**config.mk**
```make
export PLATFORM = sky130hd
export DESIGN_NAME = tim_icap_chan
export DESIGN_NICKNAME = d
export VERILOG_FILES = /design/src/rtl/tim_icap_pkg.sv /design/src/rtl/tim_icap_front.sv /design/src/rtl/tim_icap_psc.sv /design/src/rtl/tim_icap_chan.sv
export SDC_FILE = /design/constraint.sdc
export NUM_CORES = 1
export LEC_CHECK = 0
export BUFFER_PORTS_ARGS = -buffer_cell sky130_fd_sc_hd__buf_2
export CAP_MARGIN = 20
export CORE_MARGIN = 2
export CORE_UTILIZATION = 45
export DETAILED_ROUTE_END_ITERATION = 8
export MAX_ROUTING_LAYER = met4
export PLACE_DENSITY = 0.73
export SLEW_MARGIN = 5
export SYNTH_ARGS = -nofsm -noshare
export SYNTH_HDL_FRONTEND = slang
export SYNTH_SLANG_ARGS = --single-unit
```
**constraint.sdc**
```tcl
create_clock -name clk -period 2.3 [get_ports clk]
set_clock_uncertainty 0.2 [all_clocks]
set_input_delay 0.46 -clock clk [delete_from_list [all_inputs] [get_ports clk]]
set_output_delay 0.46 -clock clk [all_outputs]
set_load 0.005 [all_outputs]
```
**src/rtl/tim_icap_pkg.sv**
```systemverilog
package tim_icap_pkg;

  typedef enum logic [1:0] {
    SRC_OFF = 2'b00,
    SRC_OWN = 2'b01,
    SRC_NBR = 2'b10,
    SRC_TRG = 2'b11
  } src_e;

  // Pick the edge(s) that count as events: 01 falling, 11 both, else rising.
  function automatic logic pol_pick(input logic rise, input logic fall,
                                    input logic [1:0] pol);
    logic res;
    case (pol)
      2'b01:   res = fall;
      2'b11:   res = rise | fall;
      default: res = rise;
    endcase
    return res;
  endfunction

endpackage

```
**src/rtl/tim_icap_front.sv**
```systemverilog
module tim_icap_front #(
  parameter int FILT_W = 4
) (
  input  logic              clk,
  input  logic              rst_n,
  input  logic              pin_a,
  input  logic [FILT_W-1:0] filt_code,
  output logic              rise_o,
  output logic              fall_o
);

  logic [1:0]        sync_q, sync_d;
  logic              lvl_q, lvl_d, lvl_dly_q;
  logic [FILT_W-1:0] run_q, run_d, reload;

  // Down-counter: reloads while the sample agrees with the level,
  // and flips the level when it expires on a differing sample.
  always_comb begin
    reload = (filt_code == '0) ? '0 : filt_code - FILT_W'(1);
    sync_d = {sync_q[0], pin_a};
    lvl_d  = lvl_q;
    run_d  = run_q;
    if (sync_q[1] == lvl_q) begin
      run_d = reload;
    end else if (run_q == '0) begin
      lvl_d = sync_q[1];
      run_d = reload;
    end else begin
      run_d = run_q - FILT_W'(1);
    end
  end

  always_ff @(posedge clk or negedge rst_n) begin
    if (!rst_n) begin
      sync_q    <= '0;
      lvl_q     <= 1'b0;
      lvl_dly_q <= 1'b0;
      run_q     <= '0;
    end else begin
      sync_q    <= sync_d;
      lvl_q     <= lvl_d;
      lvl_dly_q <= lvl_q;
      run_q     <= run_d;
    end
  end

  assign rise_o = lvl_q & ~lvl_dly_q;
  assign fall_o = ~lvl_q & lvl_dly_q;

  AST_FILT_HOLD: assert property (@(posedge clk) disable iff (!rst_n)
    (sync_q[1] == lvl_q) |=> $stable(lvl_q));

  AST_EDGE_EXCL: assert property (@(posedge clk) disable iff (!rst_n)
    $onehot0({rise_o, fall_o}));

endmodule

```
**src/rtl/tim_icap_psc.sv**
```systemverilog
module tim_icap_psc #(
  parameter int PSC_W = 2
) (
  input  logic             clk,
  input  logic             rst_n,
  input  logic             clr,
  input  logic             ev,
  input  logic [PSC_W-1:0] psc_code,
  output logic             hit_o
);

  localparam int PCNT_W = (1 << PSC_W) - 1;

  logic [PCNT_W-1:0] cnt_q, cnt_d, lim;

  always_comb begin
    lim   = PCNT_W'((32'd1 << psc_code) - 32'd1);
    hit_o = ev & ~clr & (cnt_q == lim);
    cnt_d = cnt_q;
    if (clr)        cnt_d = '0;
    else if (hit_o) cnt_d = '0;
    else if (ev)    cnt_d = cnt_q + PCNT_W'(1);
  end

  always_ff @(posedge clk or negedge rst_n) begin
    if (!rst_n) cnt_q <= '0;
    else        cnt_q <= cnt_d;
  end

  AST_PSC_BOUND: assert property (@(posedge clk) disable iff (!rst_n)
    !clr |-> (cnt_q <= lim));

  AST_PSC_RESTART: assert property (@(posedge clk) disable iff (!rst_n)
    clr |=> (cnt_q == '0));

endmodule

```
**src/rtl/tim_icap_chan.sv**
```systemverilog
module tim_icap_chan
  import tim_icap_pkg::*;
#(
  parameter int CNT_W  = 16,
  parameter int FILT_W = 4,
  parameter int PSC_W  = 2
) (
  input  logic              clk,
  input  logic              rst_n,
  input  logic              pin_own_i,
  input  logic              pin_nbr_i,
  input  logic              trig_i,
  input  logic [CNT_W-1:0]  cnt_i,
  input  logic [FILT_W-1:0] cfg_filt_i,
  input  logic [1:0]        cfg_pol_i,
  input  logic [1:0]        cfg_sel_i,
  input  logic [PSC_W-1:0]  cfg_psc_i,
  input  logic              cfg_en_i,
  input  logic              flag_wr0_i,
  input  logic              ovr_wr0_i,
  output logic [CNT_W-1:0]  cap_o,
  output logic              flag_o,
  output logic              ovr_o,
  output logic              edge_o
);

  localparam int NPIN = 2;

  logic [NPIN-1:0] pins, rise, fall, pedge;

  assign pins = {pin_nbr_i, pin_own_i};

  for (genvar g = 0; g < NPIN; g++) begin : g_front
    tim_icap_front #(.FILT_W(FILT_W)) u_front (
      .clk       (clk),
      .rst_n     (rst_n),
      .pin_a     (pins[g]),
      .filt_code (cfg_filt_i),
      .rise_o    (rise[g]),
      .fall_o    (fall[g])
    );
    assign pedge[g] = pol_pick(rise[g], fall[g], cfg_pol_i);
  end

  assign edge_o = pedge[0];

  // Source select and prescaler restart
  src_e             sel;
  logic             ev, psc_clr, fire;
  logic [PSC_W-1:0] psc_prev_q;

  always_comb begin
    sel = src_e'(cfg_sel_i);
    case (sel)
      SRC_OWN: ev = pedge[0];
      SRC_NBR: ev = pedge[1];
      SRC_TRG: ev = trig_i;
      default: ev = 1'b0;
    endcase
    psc_clr = ~cfg_en_i | (sel == SRC_OFF) | (cfg_psc_i != psc_prev_q);
  end

  tim_icap_psc #(.PSC_W(PSC_W)) u_psc (
    .clk      (clk),
    .rst_n    (rst_n),
    .clr      (psc_clr),
    .ev       (ev),
    .psc_code (cfg_psc_i),
    .hit_o    (fire)
  );

  // Capture register and flags
  logic [CNT_W-1:0] cap_q, cap_d;
  logic             flag_q, flag_d, ovr_q, ovr_d;

  always_comb begin
    cap_d  = cap_q;
    flag_d = flag_q;
    ovr_d  = ovr_q;
    if (flag_wr0_i) flag_d = 1'b0;
    if (ovr_wr0_i)  ovr_d  = 1'b0;
    if (fire) begin
      cap_d  = cnt_i;
      flag_d = 1'b1;
      if (flag_q && !flag_wr0_i) ovr_d = 1'b1;
    end
  end

  always_ff @(posedge clk or negedge rst_n) begin
    if (!rst_n) begin
      cap_q      <= '0;
      flag_q     <= 1'b0;
      ovr_q      <= 1'b0;
      psc_prev_q <= '0;
    end else begin
      psc_prev_q <= cfg_psc_i;
      flag_q     <= flag_d;
      ovr_q      <= ovr_d;
      if (fire) cap_q <= cap_d;
    end
  end

  assign cap_o  = cap_q;
  assign flag_o = flag_q;
  assign ovr_o  = ovr_q;

  AST_CAP_LOAD: assert property (@(posedge clk) disable iff (!rst_n)
    fire |=> (cap_o == $past(cnt_i)));

  AST_FLAG_STICKY: assert property (@(posedge clk) disable iff (!rst_n)
    (flag_o && !flag_wr0_i) |=> flag_o);

  AST_EN_GATE: assert property (@(posedge clk) disable iff (!rst_n)
    !cfg_en_i |=> $stable(cap_o));

  AST_SEL_OFF: assert property (@(posedge clk) disable iff (!rst_n)
    (cfg_sel_i == 2'b00) |=> $stable(cap_o));

  AST_OVR_SET: assert property (@(posedge clk) disable iff (!rst_n)
    (flag_o && fire && !flag_wr0_i) |=> ovr_o);

  AST_OVR_STICKY: assert property (@(posedge clk) disable iff (!rst_n)
    (ovr_o && !ovr_wr0_i) |=> ovr_o);

endmodule

```
# Word level (Yosys, flattened, before mapping)
# Cells that the tools add are included.
[word_totals]
input_bits = 34
elab_cells = 72
out_inout_bits = 19
ff_bits = 39
[classes]
n_addsub = 5
reduce_logical = 10
n_shift = 1
bitwise = 18
eq_ne = 9
mux = 16
[op_table]
columns = ["operator", "n"]
rows = [
  ["4-bit 2-to-1 mux", 5],
  ["4-bit logical NOT", 3],
  ["4-bit by 1-bit subtractor with 4-bit output (second input constant)", 3],
  ["3-bit 2-to-1 mux", 3],
  ["1-bit NOT", 8],
  ["1-bit bitwise AND", 6],
  ["2-bit == test (second input constant)", 3],
  ["1-bit 2-to-1 mux", 5],
  ["2-bit by 1-bit == test with 1-bit output (second input constant)", 2],
  ["1-bit bitwise OR", 4],
  ["1-bit one-hot mux with 2 select lines", 2],
  ["2-bit AND reduction", 2],
  ["3-bit by 1-bit adder with 3-bit output (second input constant)", 1],
  ["3-bit == test", 1],
  ["1-bit one-hot mux with 3 select lines", 1],
  ["3-bit nonzero test", 1],
  ["1-bit by 2-bit left shift with 3-bit output (first input constant)", 1],
  ["3-bit by 1-bit subtractor with 3-bit output (second input constant)", 1],
  ["1-bit == test", 2],
  ["2-bit logical NOT", 1],
  ["2-bit != test", 1],
  ["2-bit nonzero test", 1],
  ["1-bit logical AND", 1],
  ["1-bit logical NOT", 1],
]

# Logic depth before layout (Yosys ltp)
# Gate-level depths: netlist of the first run.
[logic_depth]
depth_word = 9
depth_mapped = 9
ltp_nobuf = 7

# Hierarchy
# From an unflattened synthesis of the first run, not the netlist that was laid out.
[unflattened]
hier_cells = 141
hier_area_um2 = 1864.3
[by_module_without_submodules]
columns = ["module", "area_each_um2", "seq_area_each_um2", "instances", "cells_per_inst"]
rows = [
  ["tim_icap_chan", 839.6, 500.5, 1, 52],
  ["tim_icap_front", 397.9, 200.2, 2, 32],
  ["tim_icap_psc", 229.0, 75.1, 1, 25],
]

# Worst setup path before layout of the first run
# No wires, ideal clock.
[synth_path]
path_type = "register -> register"
startpoint = "reg g_front[1].u_front.lvl_q"
endpoint = "reg cap_q[10], in the netlist cap_o[10]"
setup_time_ns = 0.125
period_less_slack_ns = 2.407
arrival_time_ns = 2.082
path_buffers = 2
path_stages_with_launch = 9
required_ns = 1.975
setup_slack_ns = -0.107
path_cell_list = "dfrtp_1 ha_1 and4bb_1 a311o_1 a311oi_2 nor3b_1 buf_6 buf_6 mux2_4"
[synth_between]
elab_chain_len = 7
elab_cells_between_ends = 8
classes_between = "mux: 2; bitwise: 6"
[synth_lines]
columns = ["element", "line_no", "rtl"]
rows = [
  ["from (decl)", "tim_icap_front.sv:13", "logic lvl_q, lvl_d, lvl_dly_q;"],
  ["from (signal assigned)", "tim_icap_front.sv:41", "lvl_q <= lvl_d;"],
  ["1-bit NOT", "tim_icap_front.sv:48", "assign fall_o = ~lvl_q & lvl_dly_q;"],
  ["1-bit bitwise AND", "tim_icap_front.sv:48", ""],
  ["1-bit bitwise OR", "tim_icap_pkg.sv:16", "2'b11: res = rise | fall;"],
  ["1-bit one-hot mux with 2 select lines (*)", "tim_icap_pkg.sv:14", "case (pol)"],
  ["1-bit one-hot mux with 3 select lines (*)", "tim_icap_chan.sv:54", "case (sel)"],
  ["1-bit bitwise AND (*) (2 in series)", "tim_icap_psc.sv:18", "hit_o = ev & ~clr & (cnt_q == lim);"],
  ["to (signal assigned)", "tim_icap_chan.sv:99", "if (fire) cap_q <= cap_d;"],
  ["to (decl)", "tim_icap_chan.sv:73", "logic [CNT_W-1:0] cap_q, cap_d;"],
]
# Every way passes the cells marked *; elsewhere a longest branch is shown, timed or not.
# A chain may end at the register's enable or synchronous reset.

# Final worst setup path of the first run
[layout_path]
startpoint = "reg g_front[0].u_front.lvl_q"
endpoint = "reg cap_q[8], in the netlist cap_o[8]"
[layout_between]
elab_chain_len = 7
elab_cells_between_ends = 8
classes_between = "mux: 2; bitwise: 6"
[layout_lines]
columns = ["element", "line_no"]
rows = [
  ["from (decl)", "tim_icap_front.sv:13"],
  ["from (signal assigned)", "tim_icap_front.sv:41"],
  ["1-bit NOT", "tim_icap_front.sv:48"],
  ["1-bit bitwise AND", "tim_icap_front.sv:48"],
  ["1-bit bitwise OR", "tim_icap_pkg.sv:16"],
  ["1-bit one-hot mux with 2 select lines (*)", "tim_icap_pkg.sv:14"],
  ["1-bit one-hot mux with 3 select lines (*)", "tim_icap_chan.sv:54"],
  ["1-bit bitwise AND (*) (2 in series)", "tim_icap_psc.sv:18"],
]
# Marks and branches as above.

==> flow_summary.toml, run 1 <==
[critical_path]
cp_data_required_time_ps = 2270
cp_max_fo = 18
crit_buf_inv = 1
reg2reg_slack_ps = 30
slowest_delay_ps = 400
cp_data_arrival_time_ps = 2240
worstSetupStartpoint = "g_front[0].u_front.lvl_q$_DFFE_PN0P_"
start_kind = "flip-flop"
path_cells = "ha_2 -> and4bb_2 -> a311o_1 -> a311oi_2 -> nor3b_2 -> buf_12 -> mux2_4"
r2r_start = "g_front[0].u_front.lvl_q$_DFFE_PN0P_"
cp_slowest_cell = "dfrtp_1"
crit_family = "compound AO/OA/AOI/OAI gates"
critical_path_class = "flip-flop to flip-flop"
worst_setup_path_end_kind = "flip-flop"

[die]
num_io_pins = 53
rows = 23
core_mm2 = 0.00400
die_w_um = 68.3
start_util_pct = 46.5
die_area_mm2 = 0.00466
die_h_um = 68.3

[pwr]
seqPwrFrac_pct = 44.3
p_comb_share_pct = 36.4
peakVddDrop_mv = 0.430
p_switching_uw = 682
clkPwrFrac_pct = 19.3
switching_share_pct = 30.9
power_mw = 2.21
p_int_mw = 1.53
leakage_nw = 1.24
power_density_mw_per_mm2 = 925

[place]
dpl_cell_area_mm2 = 0.00226
placed_cells = 263
io_buffers = 52
hpwl_um = 2400
gp_congestion = 0.803

[finish]
diodes = 0
nets = 265
final_common_cell = "buf_2"
fill_cells = 328
stdcell_count = 275
area_growth_pct = 28.5
final_area_mm2 = 0.00239
final_cell_mix = "buf_2 (52), dfrtp_1 (39), inv_1 (13), buf_4 (13), mux2_2 (10)"
layout-drive-gt1-share_pct = 45.3

[drt]
via_count = 1333
drc = 0
drtIter0Drc = 34
postRouteAntennaNets = 0
post_drt_wl_per_cell_um = 11.8
via_per_inst = 4.85
routed_wl_um = 3250
dr.pass1.iters = 4

[logic_synthesis]
synth_cell_types = 37
syn_nets = 193
yosysWarnings = 0
syn_area_mm2 = 0.00186
synth-seq-cells = 39
yosys.area.top_type_share_pct = 52.5
ys_seq_area_share_pct = 52.5
synthCells = 152
synth_area_leader_cell = "dfrtp_1"
syn_avg_cell_area_um2 = 12.2
synth_area_leaders = "dfrtp_1 (52%), mux2_4 (6.5%), mux2_2 (6.1%)"

[cts]
clkSinkCount = 39
ctsHtreeMaxLevel = 2
tritoncts.num_buffers = 5
cts_tree = "yes"
clockBufferDepth = 2
clockRootBuffer = "clkbuf_8"
clkTransAtPathRegs_ps = 70
clk_latency_ps = 280

[grt]
track_usage_pct = 16.3
grt_pass1_wl_um = 5350
grt_pass1_vias = 1212
overflow = 0
antenna_found_initial = 0
grt_max_degree = 40

[timing]
min_period_ps = 2270
final_max_slew_viol_count = 0
relSlewSlack_pct = 68.3
fmax_ghz = 0.440
period_share_pct = 98.8
rsz0062_at_grt = "yes"
worstMarginPinSlew_ps = 475
hold_slack_ps = 8.80
setup_viol = 0
finalHoldViolCount = 0

[min_path]
hold_path.class = "input pin to asynchronous set/reset pin"

[job]
maxCapViolations = 0

[run_status]
run_status = "finished clean"
flip-flops by register name, summed over array words and instances (netlist names), 2 cells and up:
register,cells
cap_o,16
u_psc.cnt_q,3
g_front.u_front.lvl_dly_q,2
g_front.u_front.run_q,8
g_front.u_front.sync_q,4
psc_prev_q,2
g_front.u_front.lvl_q,2
power groups by stage:
stage | clock network (mW) | logic (mW) | registers [mW]
after floorplan | 0 | 0.478 | 0.987
after global placement | 0 | 0.724 | 0.989
after detailed placement | 0 | 0.751 | 0.988
after CTS | 0.448 | 0.761 | 0.981
after global routing | 0.483 | 0.914 | 1.00
final | 0.427 | 0.803 | 0.978
synth_stat cells, drive strengths merged:
cell	number
a211oi	1
nor2	8
nand3b	1
or3	1
a21o	1
a311o	1
nand2b	2
a32o	1
and4bb	3
a22oi	1
mux2i	5
o21ai	7
buf	2
a21oi	3
o32a	1
or2	3
inv	13
nor4b	1
xor2	6
and3	1
a221oi	1
nor2b	1
nor3	4
a311oi	1
nor3b	1
nand3	5
dfrtp	39
xnor2	2
o21a	2
o22ai	1
o221ai	1
ha	7
and2	1
nand2	6
mux2	18
cell type report:
type                            instances  area [µm²]  area share, %
Sequential cell                        39         976           40.9
Multi-Input combinational cell         98         831           34.8
Timing Repair Buffer                   67         389           16.3
Clock buffer                            7        76.3           3.20
Tap cell                               50        62.6           2.62
Inverter                               13        48.8           2.04
Clock inverter                          1        5.00          0.210
per-layer routing:
layer / routed length, µm / part of all wire [%] / GRT usage, % / vias to the layer above
met5: 0 / 0 / - / -
met4: 58 / 1.8 / 7.50 / 0
met3: 213 / 6.6 / 4.44 / 6
met2: 1420 / 44 / 24.5 / 42
met1: 1550 / 48 / 20.5 / 604
li1: - / - / - / 681
worst register-to-register path, cell delays in order (launching register included):
cell and delay (ps):
dfrtp_1 400, ha_2 180, and4bb_2 210, a311o_1 280, a311oi_2 280, nor3b_2 120, buf_12 170, mux2_4 300
timing repair:
action / in CTS / in global routing
gates cloned: 0 / 0
setup buffers: 0 / 4
gates resized for setup: 2 / 2
pin swaps: 0 / 3
hold buffers: 0 / 0
endpoints found under the setup margin: 15 / 19
cell families after synthesis:
| kind of cell | synth area share, % |
|---|---|
| flops | 52.5 |
| simple gates | 11.6 |
| mux | 15.2 |
| compound gates | 8.41 |
| buf+inv | 3.84 |
| xor+xnor | 3.77 |
| fa+ha+maj | 4.71 |
metrics by stage:
| step | setup WS [ps] | TNS [ps] | util (%) |
|---|---|---|---|
| final | 28.6 | 0 | 59.7 |
| after global routing | -86.5 | -1200 | 59.7 |
| after CTS | -14.7 | -34.8 | 58.8 |
| after detailed placement | -60.1 | -679 | 56.6 |
| after global placement | -19.2 | -149 | 56.6 |
| after floorplan | -90.3 | -767 | - |
final timing paths:
check / to / depth (start not counted)
worst max-delay path: cap_o[8]$_DFFE_PN0P_ / 7
worst min-delay path: psc_prev_q[0]$_DFF_PN0_ / 2
worst max register to register: cap_o[8]$_DFFE_PN0P_ / 7
worst min register to register: g_front[1].u_front.sync_q[1]$_DFF_PN0_ / 0
max in group asynchronous: g_front[0].u_front.run_q[1]$_DFF_PN0_ / 2
min in group clk: g_front[1].u_front.sync_q[0]$_DFF_PN0_ / 1
Note: power is estimated with default switching activity, not from simulation.
==> run 2: changes to the inputs <==
--- a/config.mk
+++ b/config.mk
@@ -11,7 +11,7 @@
 export CORE_UTILIZATION = 45
 export DETAILED_ROUTE_END_ITERATION = 8
 export MAX_ROUTING_LAYER = met4
-export PLACE_DENSITY = 0.73
+export PLACE_DENSITY = 0.82
 export SLEW_MARGIN = 5
 export SYNTH_ARGS = -nofsm -noshare
 export SYNTH_HDL_FRONTEND = slang
==> flow_summary.toml, run 2 (synthesis gave the netlist of run 1 again) <==
[run_status]
run_status = "finished clean"

[timing]
fmax_ghz = 0.437
final_max_slew_viol_count = 0
finalSetupTns_ps = 0
relSlewSlack_pct = 68.3
hold_slack_ps = 5.71
setup_viol = 0
finalHoldViolCount = 0
worstMarginPinSlew_ps = 476
period_share_pct = 99.5
rsz0062_at_grt = "yes"
min_period_ps = 2290

[critical_path]
start_kind = "flip-flop"
cp_max_fo = 18
reg2reg_slack_ps = 10
worst_setup_path_end_kind = "flip-flop"
cp_data_arrival_time_ps = 2260
r2r_cells = 8
cp_data_required_time_ps = 2270
r2r_start = "g_front[0].u_front.lvl_dly_q$_DFF_PN0_"
critical_path_class = "flip-flop to flip-flop"
rr_endpoint = "cap_o[1]$_DFFE_PN0P_"

[die]
start_util_pct = 46.5
die_area_mm2 = 0.00466
core_mm2 = 0.00400
num_io_pins = 53
rows = 23
die_w_um = 68.3
die_h_um = 68.3

[cts]
ctsHtreeMaxLevel = 2
clk_latency_ps = 290
tritoncts.num_buffers = 5
clkSinkCount = 39
cts_tree = "yes"
clockRootBuffer = "clkbuf_8"
clockBufferDepth = 2
clkTransAtPathRegs_ps = 70

[finish]
final_area_mm2 = 0.00241
layout-drive-gt1-share_pct = 45.5
final_cell_mix = "buf_2 (52), dfrtp_1 (39), inv_1 (13), buf_4 (11), mux2_4 (10)"
area_growth_pct = 29.7
largest_reg_flops = 16
nets = 262
diodes = 0
utilization_pct = 60.3
final_common_cell = "buf_2"

[drt]
via_per_inst = 5.01
drtIter0Drc = 70
dr.pass1.iters = 4
via_count = 1364
postRouteAntennaNets = 0
drc = 0
post_drt_wl_per_cell_um = 12.4
routed_wl_um = 3390

[place]
gp_congestion = 0.843
dpl_cell_area_mm2 = 0.00225
hpwl_um = 2390
io_buffers = 52

[pwr]
peakVddDrop_mv = 0.550
p_switching_uw = 705
switching_share_pct = 29.8
p_comb_share_pct = 34.2
leakage_nw = 1.26
clkPwrFrac_pct = 24.4
seqPwrFrac_pct = 41.4
power_density_mw_per_mm2 = 979
p_int_mw = 1.66

[min_path]
hold_path.class = "input pin to asynchronous set/reset pin"

[grt]
antenna_found_initial = 0
gr-usage-met3_pct = 3.95
overflow = 0
grt_pass1_wl_um = 5350
met1_usage_pct = 21.3
grt-busiest-layer = "met2"
grt_pass1_vias = 1260
grt_max_degree = 40
track_usage_pct = 16.6
use_met2_pct = 23.9

[job]
maxCapViolations = 0
-- run 2: worst max-delay path by stage --
| stage | from | depth (start not counted) | to |
|---|---|---|---|
| after global routing | g_front[0].u_front.lvl_dly_q$_DFF_PN0_ | 8 | cap_o[1]$_DFFE_PN0P_ |
| after CTS | g_front[0].u_front.lvl_dly_q$_DFF_PN0_ | 8 | cap_o[1]$_DFFE_PN0P_ |
| final | g_front[0].u_front.lvl_dly_q$_DFF_PN0_ | 8 | cap_o[1]$_DFFE_PN0P_ |
| after global placement | cfg_sel_i[0] | 8 | cap_o[5]$_DFFE_PN0P_ |
| after detailed placement | g_front[1].u_front.lvl_dly_q$_DFF_PN0_ | 8 | cap_o[2]$_DFFE_PN0P_ |
| after floorplan | g_front[1].u_front.lvl_q$_DFFE_PN0P_ | 8 | cap_o[10]$_DFFE_PN0P_ |
-- run 2: area by class of cell --
cell class / count / area, µm²
sequential: 39 / 976
tap: 50 / 62.6
inverter: 13 / 48.8
clock inverter: 2 / 35.0
fill: 312 / 1590
multi-input combinational: 98 / 845
timing repair buffer: 64 / 363
clock buffer: 6 / 82.6
-- run 2: power groups by stage --
stage / Combinational [mW] / Clock (mW) / Sequential [mW]
3_3_place_gp: 0.719 / 0 / 0.986
6_report: 0.806 / 0.576 / 0.978
5_1_grt: 0.910 / 0.618 / 1.01
4_1_cts: 0.774 / 0.595 / 0.979
2_1_floorplan: 0.478 / 0 / 0.987
3_5_place_dp: 0.750 / 0 / 0.986
-- run 2: routing by layer --
layer	routed length (µm)	vias up
met4	83	0
met1	1610	622
met5	0	-
li1	-	668
met3	264	9
met2	1430	65
-- run 2: what timing repair did --
action,4_1_cts,5_1_grt
endpoints found under the setup margin,16,17
hold buffers,0,0
hold endpoints to repair,0,0
resized for setup,4,2
pin swaps,0,1
buffers inserted,1,3
-- run 2: critical path, cell delays in order (launching register included) --
cell	delay (ps)
dfrtp_1	380
inv_1	60
ha_2	280
mux2i_2	200
a311oi_2	120
buf_4	160
nor3b_4	210
buf_12	200
mux2_2	340
-- run 2: per-stage QoR --
step           instances  setup WS, ps  power [mW]
2_1_floorplan        152         -90.3        1.47
6_report             272          12.3        2.36
4_1_cts              271        -0.547        2.35
5_1_grt              272         -44.2        2.54
3_3_place_gp         262         -47.4        1.70
3_5_place_dp         262         -78.4        1.74
